File: config.mk
export PLATFORM = sky130hd
export DESIGN_NAME = sha512_pad_front
export DESIGN_NICKNAME = d
export VERILOG_FILES = /design/src/rtl/sha512_pad_pkg.sv /design/src/rtl/pad_lencnt.sv /design/src/rtl/pad_blockbuf.sv /design/src/rtl/pad_ctrl.sv /design/src/rtl/sha512_pad_front.sv
export SDC_FILE = /design/constraint.sdc
export NUM_CORES = 1
export LEC_CHECK = 0
export BUFFER_PORTS_ARGS = -buffer_cell sky130_fd_sc_hd__buf_2
export CORE_AREA = 3 3 399 401
export CTS_CLUSTER_DIAMETER = 40
export DETAILED_ROUTE_END_ITERATION = 7
export DIE_AREA = 0 0 402 404
export SKIP_CTS_REPAIR_TIMING = 1
export SLEW_MARGIN = 5
export SYNTH_ARGS = -nofsm -noshare
export SYNTH_HDL_FRONTEND = slang
export SYNTH_SLANG_ARGS = --single-unit
File: constraint.sdc
create_clock -name clk -period 10.9 [get_ports clk]
set_input_delay 1.09 -clock clk [delete_from_list [all_inputs] [get_ports clk]]
set_output_delay 1.09 -clock clk [all_outputs]
set_load 0.05 [all_outputs]
File: src/rtl/sha512_pad_pkg.sv
// Shared constants and state encoding for the SHA-512 padding front end.
// Assumes a 128-byte block and a 16-byte length trailer.
package sha512_pad_pkg;
    localparam int BLK_BYTES = 128;
    localparam int TRL_BYTES = 16;
    localparam int BLK_W     = BLK_BYTES * 8;
    localparam int FILL_W    = $clog2(BLK_BYTES);
    localparam int TIDX_W    = $clog2(TRL_BYTES);
    localparam int WORD_W    = 64;
    localparam logic [7:0] PAD_LEAD = 8'h80;

    typedef enum logic [2:0] {
        ST_COLLECT,
        ST_ZERO,
        ST_TRAIL,
        ST_FLUSH,
        ST_DONE
    } pad_state_e;
endpackage

File: src/rtl/pad_lencnt.sv
// Bit-length counter kept as a low and a high word.
// Each increment adds 8 bits; the wrap of the low word carries into the high word.
// Assumes LEN_W >= 4.
module pad_lencnt #(
    parameter int LEN_W = 64
) (
    input  logic             clk,
    input  logic             rst_n,
    input  logic             clr,
    input  logic             inc,
    output logic [LEN_W-1:0] len_hi,
    output logic [LEN_W-1:0] len_lo
);
    logic [LEN_W:0] lo_sum;

    // Low word plus one byte's worth of bits, with carry out on top.
    always_comb lo_sum = {1'b0, len_lo} + (LEN_W+1)'(8);

    // Count register update: clear, or add 8 bits and propagate carry.
    always_ff @(posedge clk) begin
        if (!rst_n || clr) begin
            len_lo <= '0;
            len_hi <= '0;
        end else if (inc) begin
            len_lo <= lo_sum[LEN_W-1:0];
            len_hi <= len_hi + LEN_W'(lo_sum[LEN_W]);
        end
    end
endmodule

File: src/rtl/pad_blockbuf.sv
// 128-byte block buffer with fill counter and the outgoing block handshake.
// A write into the last slot raises blk_valid; writers must stall while it is high.
module pad_blockbuf
    import sha512_pad_pkg::*;
(
    input  logic              clk,
    input  logic              rst_n,
    input  logic              clr,
    input  logic              wr_en,
    input  logic [7:0]        wr_byte,
    input  logic              wr_last,
    input  logic              blk_ready,
    output logic [FILL_W-1:0] fill,
    output logic              blk_valid,
    output logic              blk_last,
    output logic [BLK_W-1:0]  blk_data
);
    logic [7:0] mem [BLK_BYTES];

    // Byte storage: write the incoming byte at the current fill slot.
    always_ff @(posedge clk) begin
        if (wr_en) mem[fill] <= wr_byte;
    end

    // Fill pointer and block-offer flags.
    always_ff @(posedge clk) begin
        if (!rst_n || clr) begin
            fill      <= '0;
            blk_valid <= 1'b0;
            blk_last  <= 1'b0;
        end else begin
            if (blk_valid && blk_ready) blk_valid <= 1'b0;
            if (wr_en) begin
                fill <= fill + 1'b1;
                if (fill == FILL_W'(BLK_BYTES-1)) begin
                    blk_valid <= 1'b1;
                    blk_last  <= wr_last;
                end
            end
        end
    end

    // Flatten the byte array, byte 0 in the most significant position.
    for (genvar i = 0; i < BLK_BYTES; i++) begin : g_flat
        assign blk_data[BLK_W-1-8*i -: 8] = mem[i];
    end
endmodule

File: src/rtl/pad_ctrl.sv
// Sequencer for message bytes, the 0x80 marker, the zero run and the length trailer.
// Emits one byte per cycle toward the buffer; stalls while a full block is pending.
module pad_ctrl
    import sha512_pad_pkg::*;
#(
    parameter int LEN_W = 64
) (
    input  logic              clk,
    input  logic              rst_n,
    input  logic              init,
    input  logic              in_valid,
    input  logic [7:0]        in_data,
    input  logic              fin_req,
    input  logic [FILL_W-1:0] fill,
    input  logic              blk_pend,
    input  logic              blk_ready,
    input  logic [LEN_W-1:0]  len_hi,
    input  logic [LEN_W-1:0]  len_lo,
    output logic              in_ready,
    output logic              wr_en,
    output logic [7:0]        wr_byte,
    output logic              wr_last,
    output logic              cnt_en,
    output logic              done
);
    pad_state_e          state;
    logic [FILL_W-1:0]   zcnt;
    logic [TIDX_W-1:0]   tidx;
    logic [FILL_W-1:0]   zeros;
    logic [2*WORD_W-1:0] trail;

    // Zero-run length and trailer image derived from the current fill and count.
    always_comb begin
        zeros = FILL_W'(BLK_BYTES - TRL_BYTES - 1) - fill;
        trail = {WORD_W'(len_hi), WORD_W'(len_lo)};
    end

    assign in_ready = (state == ST_COLLECT) && !blk_pend;
    assign done     = (state == ST_DONE);

    // Byte source selection for the current state.
    always_comb begin
        wr_en   = 1'b0;
        wr_byte = 8'h00;
        wr_last = 1'b0;
        cnt_en  = 1'b0;
        unique case (state)
            ST_COLLECT: begin
                if (in_ready && fin_req) begin
                    wr_en   = 1'b1;
                    wr_byte = PAD_LEAD;
                end else if (in_ready && in_valid) begin
                    wr_en   = 1'b1;
                    wr_byte = in_data;
                    cnt_en  = 1'b1;
                end
            end
            ST_ZERO:  wr_en = !blk_pend;
            ST_TRAIL: begin
                wr_en   = !blk_pend;
                wr_byte = trail[8*(TRL_BYTES-1-int'(tidx)) +: 8];
                wr_last = (tidx == TIDX_W'(TRL_BYTES-1));
            end
            default: ;
        endcase
    end

    // State and counter advance.
    always_ff @(posedge clk) begin
        if (!rst_n || init) begin
            state <= ST_COLLECT;
            zcnt  <= '0;
            tidx  <= '0;
        end else begin
            unique case (state)
                ST_COLLECT: if (in_ready && fin_req) begin
                    zcnt  <= zeros;
                    tidx  <= '0;
                    state <= (zeros == '0) ? ST_TRAIL : ST_ZERO;
                end
                ST_ZERO: if (wr_en) begin
                    zcnt <= zcnt - 1'b1;
                    if (zcnt == FILL_W'(1)) state <= ST_TRAIL;
                end
                ST_TRAIL: if (wr_en) begin
                    tidx <= tidx + 1'b1;
                    if (wr_last) state <= ST_FLUSH;
                end
                ST_FLUSH: if (blk_pend && blk_ready) state <= ST_DONE;
                default: ;
            endcase
        end
    end
endmodule

File: src/rtl/sha512_pad_front.sv
// Top of the SHA-512 padding front end: byte intake, bit counting,
// padding, trailer and block hand-off to a compression core.
// LEN_W sets the stored width of each length word (zero-extended to 64 in the trailer).
module sha512_pad_front
    import sha512_pad_pkg::*;
#(
    parameter int LEN_W = 64
) (
    input  logic             clk,
    input  logic             rst_n,
    input  logic             init,
    input  logic             in_valid,
    input  logic [7:0]       in_data,
    output logic             in_ready,
    input  logic             fin_req,
    output logic             blk_valid,
    input  logic             blk_ready,
    output logic [BLK_W-1:0] blk_data,
    output logic             blk_last,
    output logic             done
);
    logic [FILL_W-1:0] fill;
    logic              wr_en, wr_last, cnt_en;
    logic [7:0]        wr_byte;
    logic [LEN_W-1:0]  len_hi, len_lo;

    pad_ctrl #(.LEN_W(LEN_W)) u_ctrl (
        .clk(clk), .rst_n(rst_n), .init(init),
        .in_valid(in_valid), .in_data(in_data), .fin_req(fin_req),
        .fill(fill), .blk_pend(blk_valid), .blk_ready(blk_ready),
        .len_hi(len_hi), .len_lo(len_lo),
        .in_ready(in_ready), .wr_en(wr_en), .wr_byte(wr_byte),
        .wr_last(wr_last), .cnt_en(cnt_en), .done(done)
    );

    pad_blockbuf u_buf (
        .clk(clk), .rst_n(rst_n), .clr(init),
        .wr_en(wr_en), .wr_byte(wr_byte), .wr_last(wr_last),
        .blk_ready(blk_ready), .fill(fill),
        .blk_valid(blk_valid), .blk_last(blk_last), .blk_data(blk_data)
    );

    pad_lencnt #(.LEN_W(LEN_W)) u_len (
        .clk(clk), .rst_n(rst_n), .clr(init), .inc(cnt_en),
        .len_hi(len_hi), .len_lo(len_lo)
    );
endmodule

; Yosys cells after proc, flatten, opt, wreduce, memory -nomap -nowiden
; Memories as Yosys holds them, arrays and structs flattened.
; Index checks and enable logic that the tools add are counted.
[totals]
mem_count = 1
latchBits = 0
ramBits = 1024
ff_bits = 151
elab_cells = 75
romBits = 0
in_bits = 14
[memory_table]
columns = name, words, word_bits, rd, rd_clocked_by_memory_dff, write_ports, line
row1 = u_buf.mem, 128, 8, 128, 0, 1, pad_blockbuf.sv:18  ; logic [7:0] mem [BLK_BYTES];
[op_classes]
add_sub_neg = 7
n_mul = 0
shift = 1
n_mux = 28
n_lt_le_gt_ge = 0
reduce_logical = 17
n_div = 0
eq_ne = 13
bitwise_logic = 0
[op_table]
columns = cell, n
row1 = indexed part select 128 x 32 -> 8 bit, 1
row2 = "adder 64 x 4 -> 65 bit, second input constant", 1
row3 = adder 64 x 1 -> 64 bit, 1
row4 = 2-to-1 mux 3 bit, 6
row5 = 2-to-1 mux 8 bit, 2
row6 = case mux 8 bit (2 select lines), 1
row7 = 2-to-1 mux 7 bit, 2
row8 = case mux 7 bit (2 select lines), 1
row9 = case mux 3 bit (4 select lines), 1
row10 = 2-to-1 mux 1 bit, 10
row11 = "inequality test 2 x 1 -> 1 bit, second input constant", 5
row12 = 2-to-1 mux 4 bit, 2
row13 = case mux 4 bit (2 select lines), 1
row14 = "adder 7 x 1 -> 7 bit, second input constant", 1
row15 = "== test 7 x 1 -> 1 bit, second input constant", 1
row16 = "== test 7 bit, second input constant", 1
row17 = logical NOT 7 bit, 1
row18 = AND reduction 7 bit, 1
row19 = "subtractor 7 x 1 -> 7 bit, second input constant", 1
row20 = "subtractor 7 bit, first input constant", 1
row21 = "== test 3 x 2 -> 1 bit, second input constant", 2
row22 = AND reduction 3 bit, 2
row23 = "subtractor 4 x 4 -> 5 bit, first input constant", 1
row24 = "adder 4 x 1 -> 4 bit, second input constant", 1
row25 = other kinds (14), 19

; Depth between registers and ports, before layout
[logic_depth]
depth_word = 8
mapped_depth = 13
ltp_nobuf = 11

; Cells and area by module
; From an unflattened synthesis, not the netlist that was laid out.
[hier_totals]
hier_cells = 2248
hier_area_um2 = 40268.6
[modules_own_cells]
columns = mod, cells_each, instances, seq_area_each_um2, area_per_inst_um2
row1 = pad_blockbuf, 1252, 1, 30929.7, 31943.1
row2 = pad_lencnt, 758, 1, 2502.4, 6219.7
row3 = pad_ctrl, 238, 1, 280.3, 2105.8

; Least setup slack after synthesis
; No wires, ideal clock.
[synth_timing]
kind = register -> register
from = reg u_ctrl.tidx[0]
to = mem u_buf.mem[0][3] (data pin)
path_stages_with_launch = 6
required_ns = 9.703
t_arrival_ns = 6.634
path_slack_ns = 3.069
path_buffers = 2
period_less_slack_ns = 7.831
setup_time_ns = 1.197
path_cell_list = dfxtp_1 -> clkbuf_1 -> buf_1 -> mux4_2 -> mux2i_1 -> o21ai_0
[synth_between]
elab_chain_cells = 3
[synth_rtl]
columns = element, line
row1 = start: declaration, pad_ctrl.sv:28  ; logic [TIDX_W-1:0] tidx;
row2 = start signal: assignment, pad_ctrl.sv:86  ; tidx <= tidx + 1'b1;
row3 = subtractor 4 x 4 -> 5 bit, pad_ctrl.sv:61  ; wr_byte = trail[8*(TRL_BYTES-1-int'(tidx)) +: 8];
row4 = indexed part select 128 x 32 -> 8 bit, pad_ctrl.sv:61
row5 = case mux 8 bit (2 select lines), pad_ctrl.sv:47  ; unique case (state)
row6 = named net u_buf.wr_byte[3], pad_blockbuf.sv:10  ; input logic [7:0] wr_byte,
row7 = end: declaration, pad_blockbuf.sv:18
; The timed path passes the listed nets, and every way through them passes these cells.

; Worst setup path after layout
[layout_timing]
from = reg u_len.len_lo[19]
to = reg u_len.len_hi[56]
[layout_between]
elab_chain_cells = 2
[layout_rtl]
columns = element, line
row1 = start: declaration, pad_lencnt.sv:12  ; output logic [LEN_W-1:0] len_lo
row2 = start signal: assignment, pad_lencnt.sv:25  ; len_lo <= lo_sum[LEN_W-1:0];
row3 = adder 64 x 4 -> 65 bit, pad_lencnt.sv:17  ; always_comb lo_sum = {1'b0, len_lo} + (LEN_W+1)'(8);
row4 = adder 64 x 1 -> 64 bit, pad_lencnt.sv:26  ; len_hi <= len_hi + LEN_W'(lo_sum[LEN_W]);
row5 = end signal: assignment, pad_lencnt.sv:26
row6 = end: declaration, pad_lencnt.sv:11  ; output logic [LEN_W-1:0] len_hi,
; No other way between the ends.
; A chain may end at the register's enable or synchronous reset.

==> impl_metrics.py <==
metrics = {
    "floorplanning": {
        "dieArea_um2": 162000,
        "die_w_um": 402,
        "fp-row-count": 145,
        "die_h_um": 404,
        "ios": 1042,
        "core_um2": 156000,
        "start_util_pct": 25.6,
    },
    "timing": {
        "min_period_ns": 5.18,
        "layout_setup_ws_ns": 5.72,
        "maxSlewViolCount": 0,
        "slew_headroom_pct": 15.7,
        "fmax_ghz": 0.193,
        "tns_ns": 0,
        "clock-skew-final_ns": 0.0362,
        "rsz0062_at_grt": "no",
        "worstMarginPinSlew_ns": 1.26,
        "hold_viol": 0,
        "finalSetupViolCount": 0,
        "fin_crit_sh_pct": 47.5,
    },
    "worst_hold_path": {
        "min_to": "u_ctrl.zcnt[1]",
        "whs_path_depth": 2,
        "hold_path.startpoint": "u_ctrl.zcnt[1]",
        "holdCritPathClass": "reg -> reg",
    },
    "clocking": {
        "clk_pin_slew_ns": 0.05,
        "clockBufferDepth": 3,
        "clockRootBuffer": "clkbuf_16",
        "cts_buffers": 156,
        "clock_latency_ns": 0.75,
        "cts_tree": "built",
        "cts_sinks": 1172,
        "htreeDepth": 4,
    },
    "power": {
        "max-vdd-ir-drop_v": 0.000146,
        "leakage_nw": 18.1,
        "total_power_w": 0.0104,
        "power.density_nw_per_um2": 195,
    },
    "critical_path": {
        "worstRegToRegCells": 11,
        "crit_arrival_ns": 5.81,
        "reg2reg_to": "u_len.len_hi[56]",
        "timing.reg2reg.setup_slack_ns": 5.72,
        "timing.rr.start": "u_len.len_lo[19]",
        "critPathKind": "reg -> reg",
        "critPathCaptureType": "flop",
        "cp_data_required_time_ns": 11.53,
        "crit_fanout": 32,
        "critPathLaunchType": "flop",
    },
    "route": {
        "vias_per_cell": 4.48,
        "drt_wl_total_um": 136000,
        "drt_pass1_iterations": 5,
        "ant_nets": 0,
        "drc_errors": 0,
        "num_vias": 24900,
        "wire_per_inst_um": 24.5,
        "drtIter0Drc": 2057,
    },
    "yosys": {
        "synth-seq-cells": 1172,
        "syn-num-nets": 2224,
        "seq_area_frac_synth_pct": 84.5,
        "syn-cell-area_um2": 39900,
        "synth_area_per_cell_um2": 18.1,
        "synth_edf_count": 1024,
        "yosys_warnings": 0,
        "synth_ff_type": "edfxtp_1",
        "synth_top_cell_by_area": "edfxtp_1",
        "ys_top_cells_by_area": "edfxtp_1 (77%), dfxtp_1 (7.4%), nor2_1 (2.2%), mux4_2 (1.6%), xor2_1 (1.0%)",
        "netlist.area_leader.share_pct": 77.1,
        "async_flop_share_pct": 0,
        "yosysUniqueCellTypes": 57,
        "syn_inst": 2199,
    },
    "finish": {
        "drive_above_1_share_pct": 40.1,
        "nFillCells": 14900,
        "final_cell_mix": "buf_2 (1041), edfxtp_1 (1024), nor2_1 (237)",
        "design_area_um2": 53300,
        "final_common_cell": "buf_2",
        "area_growth_pct": 33.7,
        "finalNetCount": 3387,
    },
    "grt": {
        "grt_start_max_net_pins": 75,
        "grt_pass1_wl_um": 187000,
        "grt_overflow": 0,
        "grt_pass1_vias": 24200,
        "grt_usage_pct": 16.0,
        "antenna_found_initial": 9,
    },
    "place": {
        "hpwl_um": 94000,
        "pre_cts_ws_ns": 5.77,
        "gp_routability_congestion": 0.831,
        "numPortBuffers": 1041,
        "dpl-instance-area_um2": 47800,
    },
    "flow_run": {
        "max-cap-violations": 0,
    },
    "outcome": {
        "status": "completed",
    },
}
[how the worst max path moves through the flow]
stage,startpoint,end,slack (ns),depth (start not counted)
2_1_floorplan,u_ctrl.tidx[0],u_buf.mem[0][3],3.07,5
3_3_place_gp,u_len.len_lo[19],u_len.len_hi[56],5.88,11
3_5_place_dp,u_len.len_lo[19],u_len.len_hi[56],5.77,11
4_1_cts,u_len.len_lo[19],u_len.len_hi[56],5.74,11
5_1_grt,u_len.len_lo[19],u_len.len_hi[50],5.24,11
6_report,u_len.len_lo[19],u_len.len_hi[56],5.72,11
[sequential cells by signal, indices dropped and copies added, names as in the netlist]
| register | count |
|---|---|
| u_buf.blk_last | 1 |
| u_buf.blk_valid | 1 |
| u_buf.fill | 7 |
| u_buf.mem | 1024 |
| u_ctrl.state | 3 |
| u_ctrl.tidx | 4 |
| u_ctrl.zcnt | 7 |
| u_len.len_hi | 64 |
| u_len.len_lo | 61 |
[logic make-up (layout without fill, tap and decap cells)]
group,after synthesis,in the layout,synth area share [%]
adders and majority gates,11,11,0.345
AOI/OAI and AO/OA,181,181,2.65
DFF,1172,1172,84.5
muxes,50,50,2.16
buffers and inverters,94,1383,0.925
xor gates and xnor gates,68,68,1.49
and+or+nand+nor,623,623,7.89
other,0,5,0
[final cells by class]
type | instances | area, um^2 | area share (%)
inverter | 20 | 75.1 | 0.141
multi-input combinational | 933 | 5920 | 11.1
clock inverter | 107 | 1470 | 2.75
sequential | 1172 | 33700 | 63.2
tap | 2058 | 2570 | 4.83
timing repair buffer | 1079 | 5500 | 10.3
antenna | 5 | 12.5 | 0.0235
clock buffer | 177 | 4060 | 7.61
[power breakdown]
group | internal, W | switching [W] | total (W)
clock network | 0.00327 | 0.00204 | 0.00531
registers | 0.00488 | 0.00000812 | 0.00489
logic | 0.0000250 | 0.000152 | 0.000177
total | 0.00817 | 0.00220 | 0.0104
[Yosys cell counts (all sizes together), types with 3 or more instances]
master / instances
edfxtp: 1024
nor2: 239
dfxtp: 148
nand2: 86
a21oi: 80
clkbuf: 65
nand4: 65
nand3: 60
xor2: 46
o21ai: 45
or4: 38
or3: 32
mux4: 29
nor4: 24
xnor2: 22
mux2i: 21
o31ai: 21
inv: 20
nor3: 17
and3: 16
ha: 11
buf: 9
nor2b: 9
or3b: 8
nand3b: 6
nand2b: 5
o211ai: 5
o22ai: 5
and2: 4
and4: 4
o21a: 4
o41ai: 4
a21o: 3
a31o: 3
nand4b: 3
o2bb2ai: 3
or2: 3
[critical path: stages (launching register included)]
cell	delay (ns)
dfxtp_1	0.44
nand4_1	0.19
nor4_1	0.88
nand4_1	0.26
nor3_1	0.40
ha_1	0.30
ha_1	0.22
nand3_1	0.26
nor4_2	0.62
nand4_2	0.62
or4_1	0.69
a21oi_1	0.16
[routing by layer]
layer,vias up,GRT usage [%],wire (um)
li1,10900,-,-
met1,12600,19.3,51900
met2,1197,28.4,70700
met3,197,3.86,9950
met4,4,4.96,3660
met5,-,0,32
[per-stage QoR]
stage                     hold WS [ns]  util [%]  std cells
after floorplan                  0.441         -       2199
after global placement           0.458      30.6       5262
after detailed placement         0.473      30.6       5262
after CTS                        0.481      34.2       5546
after global routing             0.518      34.2       5546
final                            0.475      34.2       5551
Power figures use the tool's default switching activity.
